[src/rtl/rstc_pkg.sv]
package rstc_pkg;
   localparam logic [15:0] RESTART_VEC_DEF = 16'h8000;

   typedef struct packed {
      logic wdt;
      logic sw;
   } int_req_t;
endpackage

[src/rtl/rstc_pin_filter.sv]
module rstc_pin_filter #(
   parameter int unsigned SYNC_STAGES = 2,
   parameter int unsigned MIN_LOW     = 4
) (
   input  logic clk,
   input  logic por_n,
   input  logic pin_i,
   input  logic mask_i,
   output logic ext_req_o
);
   localparam int unsigned CW = $clog2(MIN_LOW);
   localparam logic [CW-1:0] CMAX = CW'(MIN_LOW - 1);

   if (SYNC_STAGES < 2) begin : g_chk_sync
      $error("SYNC_STAGES must be at least 2");
   end
   if (MIN_LOW < 2) begin : g_chk_min
      $error("MIN_LOW must be at least 2");
   end

   logic [SYNC_STAGES-1:0] sync_q;
   logic [CW-1:0]          run_q;
   logic                   low_s;

   always_ff @(posedge clk or negedge por_n) begin
      if (!por_n) sync_q <= '1;
      else        sync_q <= {sync_q[SYNC_STAGES-2:0], pin_i};
   end

   assign low_s = ~sync_q[SYNC_STAGES-1] & ~mask_i;

   always_ff @(posedge clk or negedge por_n) begin
      if (!por_n)           run_q <= '0;
      else if (!low_s)      run_q <= '0;
      else if (run_q != CMAX) run_q <= run_q + 1'b1;
   end

   assign ext_req_o = low_s && (run_q == CMAX);

   // a masked cycle restarts the run, so no request follows it
   p_mask_blocks_r10: assert property (@(posedge clk) disable iff (!por_n)
      $past(mask_i) |-> !ext_req_o);
endmodule

[src/rtl/rstc_pulse_gen.sv]
module rstc_pulse_gen #(
   parameter int unsigned PULSE_CYC   = 4,
   parameter int unsigned MASK_STAGES = 2
) (
   input  logic clk,
   input  logic por_n,
   input  logic trig_i,
   output logic drive_o,
   output logic mask_o
);
   localparam int unsigned PW = $clog2(PULSE_CYC + 1);
   localparam logic [PW-1:0] PLOAD = PW'(PULSE_CYC);

   if (PULSE_CYC < 1) begin : g_chk_pulse
      $error("PULSE_CYC must be at least 1");
   end

   logic [PW-1:0]          cnt_q;
   logic [MASK_STAGES-1:0] hist_q;

   always_ff @(posedge clk or negedge por_n) begin
      if (!por_n)           cnt_q <= PLOAD;
      else if (trig_i)      cnt_q <= PLOAD;
      else if (cnt_q != '0) cnt_q <= cnt_q - 1'b1;
   end

   assign drive_o = (cnt_q != '0);

   generate
      if (MASK_STAGES == 1) begin : g_hist1
         always_ff @(posedge clk or negedge por_n) begin
            if (!por_n) hist_q <= '1;
            else        hist_q <= drive_o;
         end
      end else begin : g_histn
         always_ff @(posedge clk or negedge por_n) begin
            if (!por_n) hist_q <= '1;
            else        hist_q <= {hist_q[MASK_STAGES-2:0], drive_o};
         end
      end
   endgenerate

   assign mask_o = drive_o | (|hist_q);

   // a trigger starts the pin pulse on the next cycle
   p_trig_drives_r6: assert property (@(posedge clk) disable iff (!por_n)
      trig_i |=> drive_o);
endmodule

[src/rtl/rstc_rel_sync.sv]
module rstc_rel_sync #(
   parameter int unsigned STAGES = 2
) (
   input  logic clk,
   input  logic arst_n,
   input  logic hold_i,
   output logic rst_n_o
);
   if (STAGES < 2) begin : g_chk_stages
      $error("STAGES must be at least 2");
   end

   logic [STAGES-1:0] ff_q;

   always_ff @(posedge clk or negedge arst_n) begin
      if (!arst_n)     ff_q <= '0;
      else if (hold_i) ff_q <= '0;
      else             ff_q <= {ff_q[STAGES-2:0], 1'b1};
   end

   assign rst_n_o = ff_q[STAGES-1];

   // a held request keeps the output in reset on the next cycle
   p_hold_asserts_r4: assert property (@(posedge clk) disable iff (!arst_n)
      hold_i |=> !rst_n_o);
endmodule

[src/rtl/rstc_top.sv]
module rstc_top
   import rstc_pkg::*;
#(
   parameter int unsigned OSC_W       = 3,
   parameter int unsigned SYNC_STAGES = 2,
   parameter int unsigned EXT_MIN_LOW = 4,
   parameter int unsigned PULSE_CYC   = 4,
   parameter bit          ASYNC_STOP  = 1'b1,
   parameter logic [15:0] RESTART_VEC = RESTART_VEC_DEF
) (
   input  logic             clk,
   input  logic             por_n,
   input  logic             stop_mode,
   input  logic             pin_in,
   output logic             pin_drive_low,
   input  logic             wdt_expire,
   input  logic             sw_rst_req,
   input  logic             sw_prog_en,
   input  logic             wflag_clr,
   input  logic             osc_we,
   input  logic [OSC_W-1:0] osc_wdata,
   output logic [OSC_W-1:0] osc_cfg,
   output logic             wdt_flag,
   output logic             sys_rst_n,
   output logic [15:0]      restart_addr
);
   if (OSC_W < 1) begin : g_chk_osc
      $error("OSC_W must be at least 1");
   end

   int_req_t req;
   logic     int_trig, ext_req, mask, hold, arst_n;

   assign req.wdt  = wdt_expire;
   assign req.sw   = sw_rst_req & sw_prog_en;
   assign int_trig = |req;

   rstc_pulse_gen #(.PULSE_CYC(PULSE_CYC), .MASK_STAGES(SYNC_STAGES)) u_pulse (
      .clk(clk), .por_n(por_n), .trig_i(int_trig),
      .drive_o(pin_drive_low), .mask_o(mask));

   rstc_pin_filter #(.SYNC_STAGES(SYNC_STAGES), .MIN_LOW(EXT_MIN_LOW)) u_filt (
      .clk(clk), .por_n(por_n), .pin_i(pin_in), .mask_i(mask), .ext_req_o(ext_req));

   generate
      if (ASYNC_STOP) begin : g_stop_async
         assign arst_n = por_n & ~(stop_mode & ~pin_in & ~pin_drive_low);
      end else begin : g_stop_none
         logic unused_stop;
         assign unused_stop = stop_mode;
         assign arst_n = por_n;
      end
   endgenerate

   assign hold = ext_req | pin_drive_low;

   rstc_rel_sync #(.STAGES(SYNC_STAGES)) u_rel (
      .clk(clk), .arst_n(arst_n), .hold_i(hold), .rst_n_o(sys_rst_n));

   always_ff @(posedge clk or negedge por_n) begin
      if (!por_n)          wdt_flag <= 1'b0;
      else if (req.wdt)    wdt_flag <= 1'b1;
      else if (wflag_clr)  wdt_flag <= 1'b0;
   end

   always_ff @(posedge clk or negedge por_n) begin
      if (!por_n)      osc_cfg <= '0;
      else if (osc_we) osc_cfg <= osc_wdata;
   end

   assign restart_addr = RESTART_VEC;

   // a watchdog expiry sets the flag
   p_flag_set_r8: assert property (@(posedge clk) disable iff (!por_n)
      wdt_expire |=> wdt_flag);
   // an accepted external request pulls the system reset low
   p_ext_resets_r3: assert property (@(posedge clk) disable iff (!por_n)
      ext_req |=> !sys_rst_n);
   // a request without programming enable starts no pulse
   p_sw_gated_r7: assert property (@(posedge clk) disable iff (!por_n)
      (sw_rst_req && !sw_prog_en && !wdt_expire && !pin_drive_low) |=> !pin_drive_low);
   // without a write the oscillator selection holds
   p_osc_hold_r9: assert property (@(posedge clk) disable iff (!por_n)
      !osc_we |=> $stable(osc_cfg));
endmodule

[config.mk]
export PLATFORM = sky130hd
export DESIGN_NAME = rstc_top
export DESIGN_NICKNAME = d
export VERILOG_FILES = /design/src/rtl/rstc_pkg.sv /design/src/rtl/rstc_pin_filter.sv /design/src/rtl/rstc_pulse_gen.sv /design/src/rtl/rstc_rel_sync.sv /design/src/rtl/rstc_top.sv
export SDC_FILE = /design/constraint.sdc
export NUM_CORES = 1
export LEC_CHECK = 0
export ABC_CLOCK_PERIOD_IN_PS = 1160
export BUFFER_PORTS_ARGS = -buffer_cell sky130_fd_sc_hd__buf_4
export CAP_MARGIN = 20
export CORE_MARGIN = 1.5
export CORE_UTILIZATION = 40
export DETAILED_ROUTE_END_ITERATION = 10
export MAX_ROUTING_LAYER = met4
export PLACE_DENSITY = 0.7
export SYNTH_ARGS = -nofsm -noshare
export SYNTH_HDL_FRONTEND = slang
export SYNTH_SLANG_ARGS = --single-unit
[constraint.sdc]
create_clock -name clk -period 1.16 [get_ports clk]
set_input_delay 0.058 -clock clk [delete_from_list [all_inputs] [get_ports clk]]
set_output_delay 0.058 -clock clk [all_outputs]
set_load 0.03 [all_outputs]
=== Yosys cells after proc, flatten, opt, wreduce, memory -nomap -nowiden ===
Cells that the tools add are included.

* Add/sub/neg operators: 2
* Equality and inequality tests: 3
* Mux-type cells: 7
* Bitwise operators: 12
* Reduce and logical (&&, ||, !) cells: 6

{| class="wikitable"
|+ Operator list
! operator !! count
|-
| 2-to-1 mux 2 bit || 3
|-
| 2-to-1 mux 3 bit || 2
|-
| AND 1 bit || 5
|-
| NOT 1 bit || 5
|-
| inequality test 2 bit (second input constant) || 2
|-
| nonzero test 2 bit || 2
|-
| OR reduction 2 bit || 2
|-
| nonzero test 3 bit || 1
|-
| subtractor 3 x 1 -> 3 bit (second input constant) || 1
|-
| adder 2 x 1 -> 2 bit (second input constant) || 1
|-
| == test 2 bit (second input constant) || 1
|-
| 2-to-1 mux 1 bit || 2
|-
| OR 1 bit || 2
|-
| logical AND 1 bit || 1
|}

* Bits in registers: 15
* Bits of input ports: 12

=== Depth between registers and ports, before layout ===
* Word-level depth: 7
* Gate-level depth with buffers: 6
* Gate-level depth less buffers: 5

=== Modules after synthesis ===
From an unflattened synthesis, not the netlist that was laid out.

* Cells, all modules: 64
* Area, all modules: 760.7 µm²

{| class="wikitable"
|+ Modules (own cells, without submodules)
! module !! instances !! cells each !! area each (µm²) !! seq. area each (µm²)
|-
| rstc_top || 1 || 31 || 297.8 || 100.1
|-
| rstc_pulse_gen || 1 || 19 || 241.5 || 128.9
|-
| rstc_pin_filter || 1 || 10 || 161.4 || 102.6
|-
| rstc_rel_sync || 1 || 4 || 60.1 || 50.0
|}

=== Worst setup path before layout ===
OpenSTA, ideal clock, no wires.

* Path type: register -> register
* Start: reg u_pulse.cnt_q[0]
* End: reg u_rel.ff_q[1]
* Library setup time: 119 ps
* Arrival time: 1,025 ps
* Data required time: 1,041 ps
* Setup slack: 16 ps
* Stages on the path, launching flop included: 7
* Buffers on the path: 1
* Clock period less this slack: 1,144 ps
* Path through: dfrtp_1 > inv_1 > ha_1 > nand2b_1 > buf_6 > a21oi_2 > and2_1

* Cells in the longest elaborated chain, start to end: 7

{| class="wikitable"
|+ Ends and longest elaborated chain
! item !! RTL line !! text
|-
| start: declaration || rstc_pulse_gen.sv:18 || <nowiki>logic [PW-1:0] cnt_q;</nowiki>
|-
| start signal: assignment || rstc_pulse_gen.sv:24 || <nowiki>else if (cnt_q != '0) cnt_q <= cnt_q - 1'b1;</nowiki>
|-
| nonzero test 3 bit (*) || rstc_pulse_gen.sv:27 || <nowiki>assign drive_o = (cnt_q != '0);</nowiki>
|-
| net pin_drive_low || rstc_top.sv:15 || <nowiki>output logic pin_drive_low,</nowiki>
|-
| OR 1 bit || rstc_pulse_gen.sv:43 || <nowiki>assign mask_o = drive_o | (|hist_q);</nowiki>
|-
| NOT 1 bit || rstc_pin_filter.sv:30 || <nowiki>assign low_s = ~sync_q[SYNC_STAGES-1] & ~mask_i;</nowiki>
|-
| AND 1 bit || rstc_pin_filter.sv:30 ||
|-
| logical AND 1 bit || rstc_pin_filter.sv:38 || <nowiki>assign ext_req_o = low_s && (run_q == CMAX);</nowiki>
|-
| OR 1 bit (*) || rstc_top.sv:55 || <nowiki>assign hold = ext_req | pin_drive_low;</nowiki>
|-
| 2-to-1 mux 2 bit (*) || rstc_rel_sync.sv:17 || <nowiki>else if (hold_i) ff_q <= '0;</nowiki>
|-
| end signal: assignment || rstc_rel_sync.sv:18 || <nowiki>else ff_q <= {ff_q[STAGES-2:0], 1'b1};</nowiki>
|-
| end: declaration || rstc_rel_sync.sv:13 || <nowiki>logic [STAGES-1:0] ff_q;</nowiki>
|}

Mark *: on every way through the listed nets, which the timed path passes. The rest lies on a longest branch.
A chain may end at the register's enable or synchronous reset.

=== Worst setup path in the final report ===
* Start: reg u_pulse.cnt_q[1]
* End: out pin_drive_low

* Cells in the longest elaborated chain, start to end: 1

{| class="wikitable"
|+ Ends and longest elaborated chain
! item !! RTL line
|-
| nonzero test 3 bit || rstc_pulse_gen.sv:27
|-
| end: declaration || rstc_top.sv:15
|}

No other way between the ends.

==> results.md <==
- Run status: complete, but fails checks
- Violated checks: negative setup slack
- Core Region: between 1500 and 2000 um2
- Drt total wl: around 1300 um
- Ranking of synthesized cells by area: dfrtp_1, dfstp_2, buf_4
- Slew Viols, Final: 0
- Synth Instances: 64
- Area Growth Syn to Fin: 36.82%
- Antenna violations before repair: 0
- First-pass GRT wire length: around 1900 um
- Port Buf Inserts: 17
- Placement Cell Area: ~830 um2
- Layout Nets: between 100 and 150
- Final core utilization: 57.90%
- Pre-antenna DRT Iters: 4
- Die X: ~46 um
- Final Hold Fails: 0
- Post-synth EDFFs: 0
- Vias in the first global route: about 460
- Cell taking the most area after synthesis: dfrtp_1
- Setup ws final: -0.03185 ns
- Worst-path clk slew: 0.09 ns
- Finished Layout Cells: around 120
- GP Congestion: ~0.65
- Yosys reg bits: 15
- CTS max path bufs: 2
- Via/cell ratio: 4.124
- Crit path DAT: approximately 1.1 ns
- Wire length per cell: 10.63 um
- Routed Antenna Nets: 0
- Unrepaired setup endpoints after global routing: yes
- Yosys warning count: 0
- Drt initial violations: 4
- DP Cell Count: ~110
- Die area: 2092 um2
- Maximum vdd ir drop: a little over 0.9 mV
- DRC: 0
- Clk_skew: 0.01106 ns
- Setup Crit Path Kind: reg -> out
- Final setup TNS: -0.05893 ns
- Hpwl dp: between 800 and 900 um
- Site Rows: 15
- Syn Area/Cell: ~11 um2
- Clk root buf: clkbuf_4
- Most common cell in the netlist: buf_4
- CTS tree: yes
- Share of cells above drive strength 1: roughly 46%
- Worst-path fanout max: 4
- Pwr/cell area: 1361 nW/um2
- Pleak: 0.0005152 uW
- Hold Crit Class: in -> reg
- Gr ovfl total: 0
- Starting density of the core: between 40% and 50%
- Post-synth cell types: 22
- Die H: ~46 um
- Diodes inserted: 0
- Commonest cells in the netlist: buf_4, dfrtp_1, inv_1, dfstp_2, nor2_1
- # H-tree levels: 1
- Post-route design area: 999.7 um2
- TritonCTS Buffers: 3
- Fmax: roughly 840 MHz
- Main synth FF type: dfrtp_1
- CP required: around 1.1 ns
- Tot GR Track Use: between 10% and 20%
- Sequential-to-total area share from yosys stat: 52.23%
- Synth Cell Area: approximately 730 um2
- Pin count of the biggest net entering global routing: 15
- Io pins: 34
- Minimum clock period: roughly 1.2 ns
- Worst skew pair latency: approximately 0.28 ns
- Vias post-DR: approximately 500
- Max Cap Viol: 0
- Layout fillers: ~140
- Post-route clock period utilization: 102.7%
- Worst Setup End Kind: primary output
- Startpoint Class: flop
- Setup-failing EPs final: 3
- Asr flop ratio synth: 100.0%
- CTS sink cnt: 15
- Synth top area share: between 30 and 40%
==> registers in the layout, indices dropped and copies added, names as in the netlist <==
register,cells
osc_cfg,3
u_pulse.cnt_q,3
u_filt.run_q,2
u_filt.sync_q,2
u_pulse.hist_q,2
u_rel.ff_q,2
wdt_flag,1
==> placed cells by master (no fill, tap or decap) <==
cell type,synthesis,layout
ha_1,3,2
clkbuf_4,0,3
clkinv_2,0,1
nor3_2,0,1
mux2i_1,1,1
nand2b_4,0,1
dfrtp_1,10,10
xor2_1,1,1
buf_4,16,23
inv_2,0,2
dfstp_2,5,5
buf_6,1,1
a211oi_2,0,1
a31oi_1,1,1
a21oi_2,1,1
and2_1,1,1
o31a_1,1,1
o21ai_1,0,1
a21o_1,2,2
dlygate4sd3_1,0,7
xnor2_1,1,1
nand3_2,0,1
mux2_2,3,3
ha_4,0,1
conb_1,2,16
inv_1,6,4
nor2_1,4,4
==> metal layers <==
layer / track usage (%) / vias up / wire, um
li1: - / 233 / -
met1: 13.96 / 231 / 488
met2: 23.38 / 31 / 671
met3: 6.746 / 4 / 99
met4: 5.714 / 0 / 28
met5: - / - / 0
==> layout make-up <==
type | count | area (um2) | share of cell area (%)
clock buffer | 3 | 22.52 | 2.253
tap | 25 | 31.28 | 3.129
clock inverter | 1 | 5.005 | 0.5006
multi-input combinational | 40 | 282.8 | 28.29
sequential | 15 | 381.6 | 38.17
inverter | 6 | 22.52 | 2.253
timing repair buffer | 31 | 254.0 | 25.41
==> critical path, stage by stage, from the launching register on <==
cell	delay (ns)
dfrtp_1	0.41
inv_2	0.08
ha_4	0.14
nand2b_4	0.07
buf_6	0.14
==> kinds of logic after synthesis <==
group           Yosys count  share of synthesized area (%)
buf+inv                  23                          21.06
flops                    15                          52.23
simple gates              8                          5.136
compound gates            7                          7.021
mux                       4                          5.993
fa+ha+maj                 3                          5.138
other cells               2                          1.028
xor+xnor                  2                          2.398
==> power by group <==
group / internal [uW] / switching (uW) / total (uW)
Combinational: 206 / 244 / 450
Clock: 128 / 164 / 291
Sequential: 591 / 28.6 / 619
Total: 925 / 436 / 1360
==> worst paths after layout <==
path,startpoint,end,slack (ns),depth (start not counted)
worst max-delay path,u_pulse.cnt_q[1],pin_drive_low,-0.03,4
worst min-delay path,osc_we,osc_cfg[1],0.03,2
worst max register to register,u_pulse.cnt_q[1],u_pulse.cnt_q[0],-0.02,6
worst min register to register,u_filt.sync_q[0],u_filt.sync_q[1],0.36,0
max in group asynchronous,u_pulse.cnt_q[2],u_rel.ff_q[0],0.41,3
min in group asynchronous,por_n,u_pulse.cnt_q[1],0.15,2
==> per-stage QoR <==
step | hold slack (ns) | power (uW) | setup slack (ns)
floorplan | -0.2376 | 877.4 | 0.01567
global placement | -0.08829 | 938.7 | 0.03561
detailed placement | -0.08587 | 950.5 | -0.04112
CTS | 0.002553 | 1323 | -0.01940
global route | 0.02930 | 1438 | -0.09585
finish | 0.03485 | 1361 | -0.03185
==> timing repair <==
| action | in CTS | in global routing |
|---|---|---|
| pin swaps | 0 | 2 |
| hold buffers | 5 | 2 |
| cloned | 0 | 0 |
| endpoints found under the setup margin | 4 | 5 |
| endpoints found under the hold margin | 18 | 2 |
| gates resized for setup | 7 | 4 |
| setup buffers | 3 | 1 |
(Power assumes the default switching activity.)
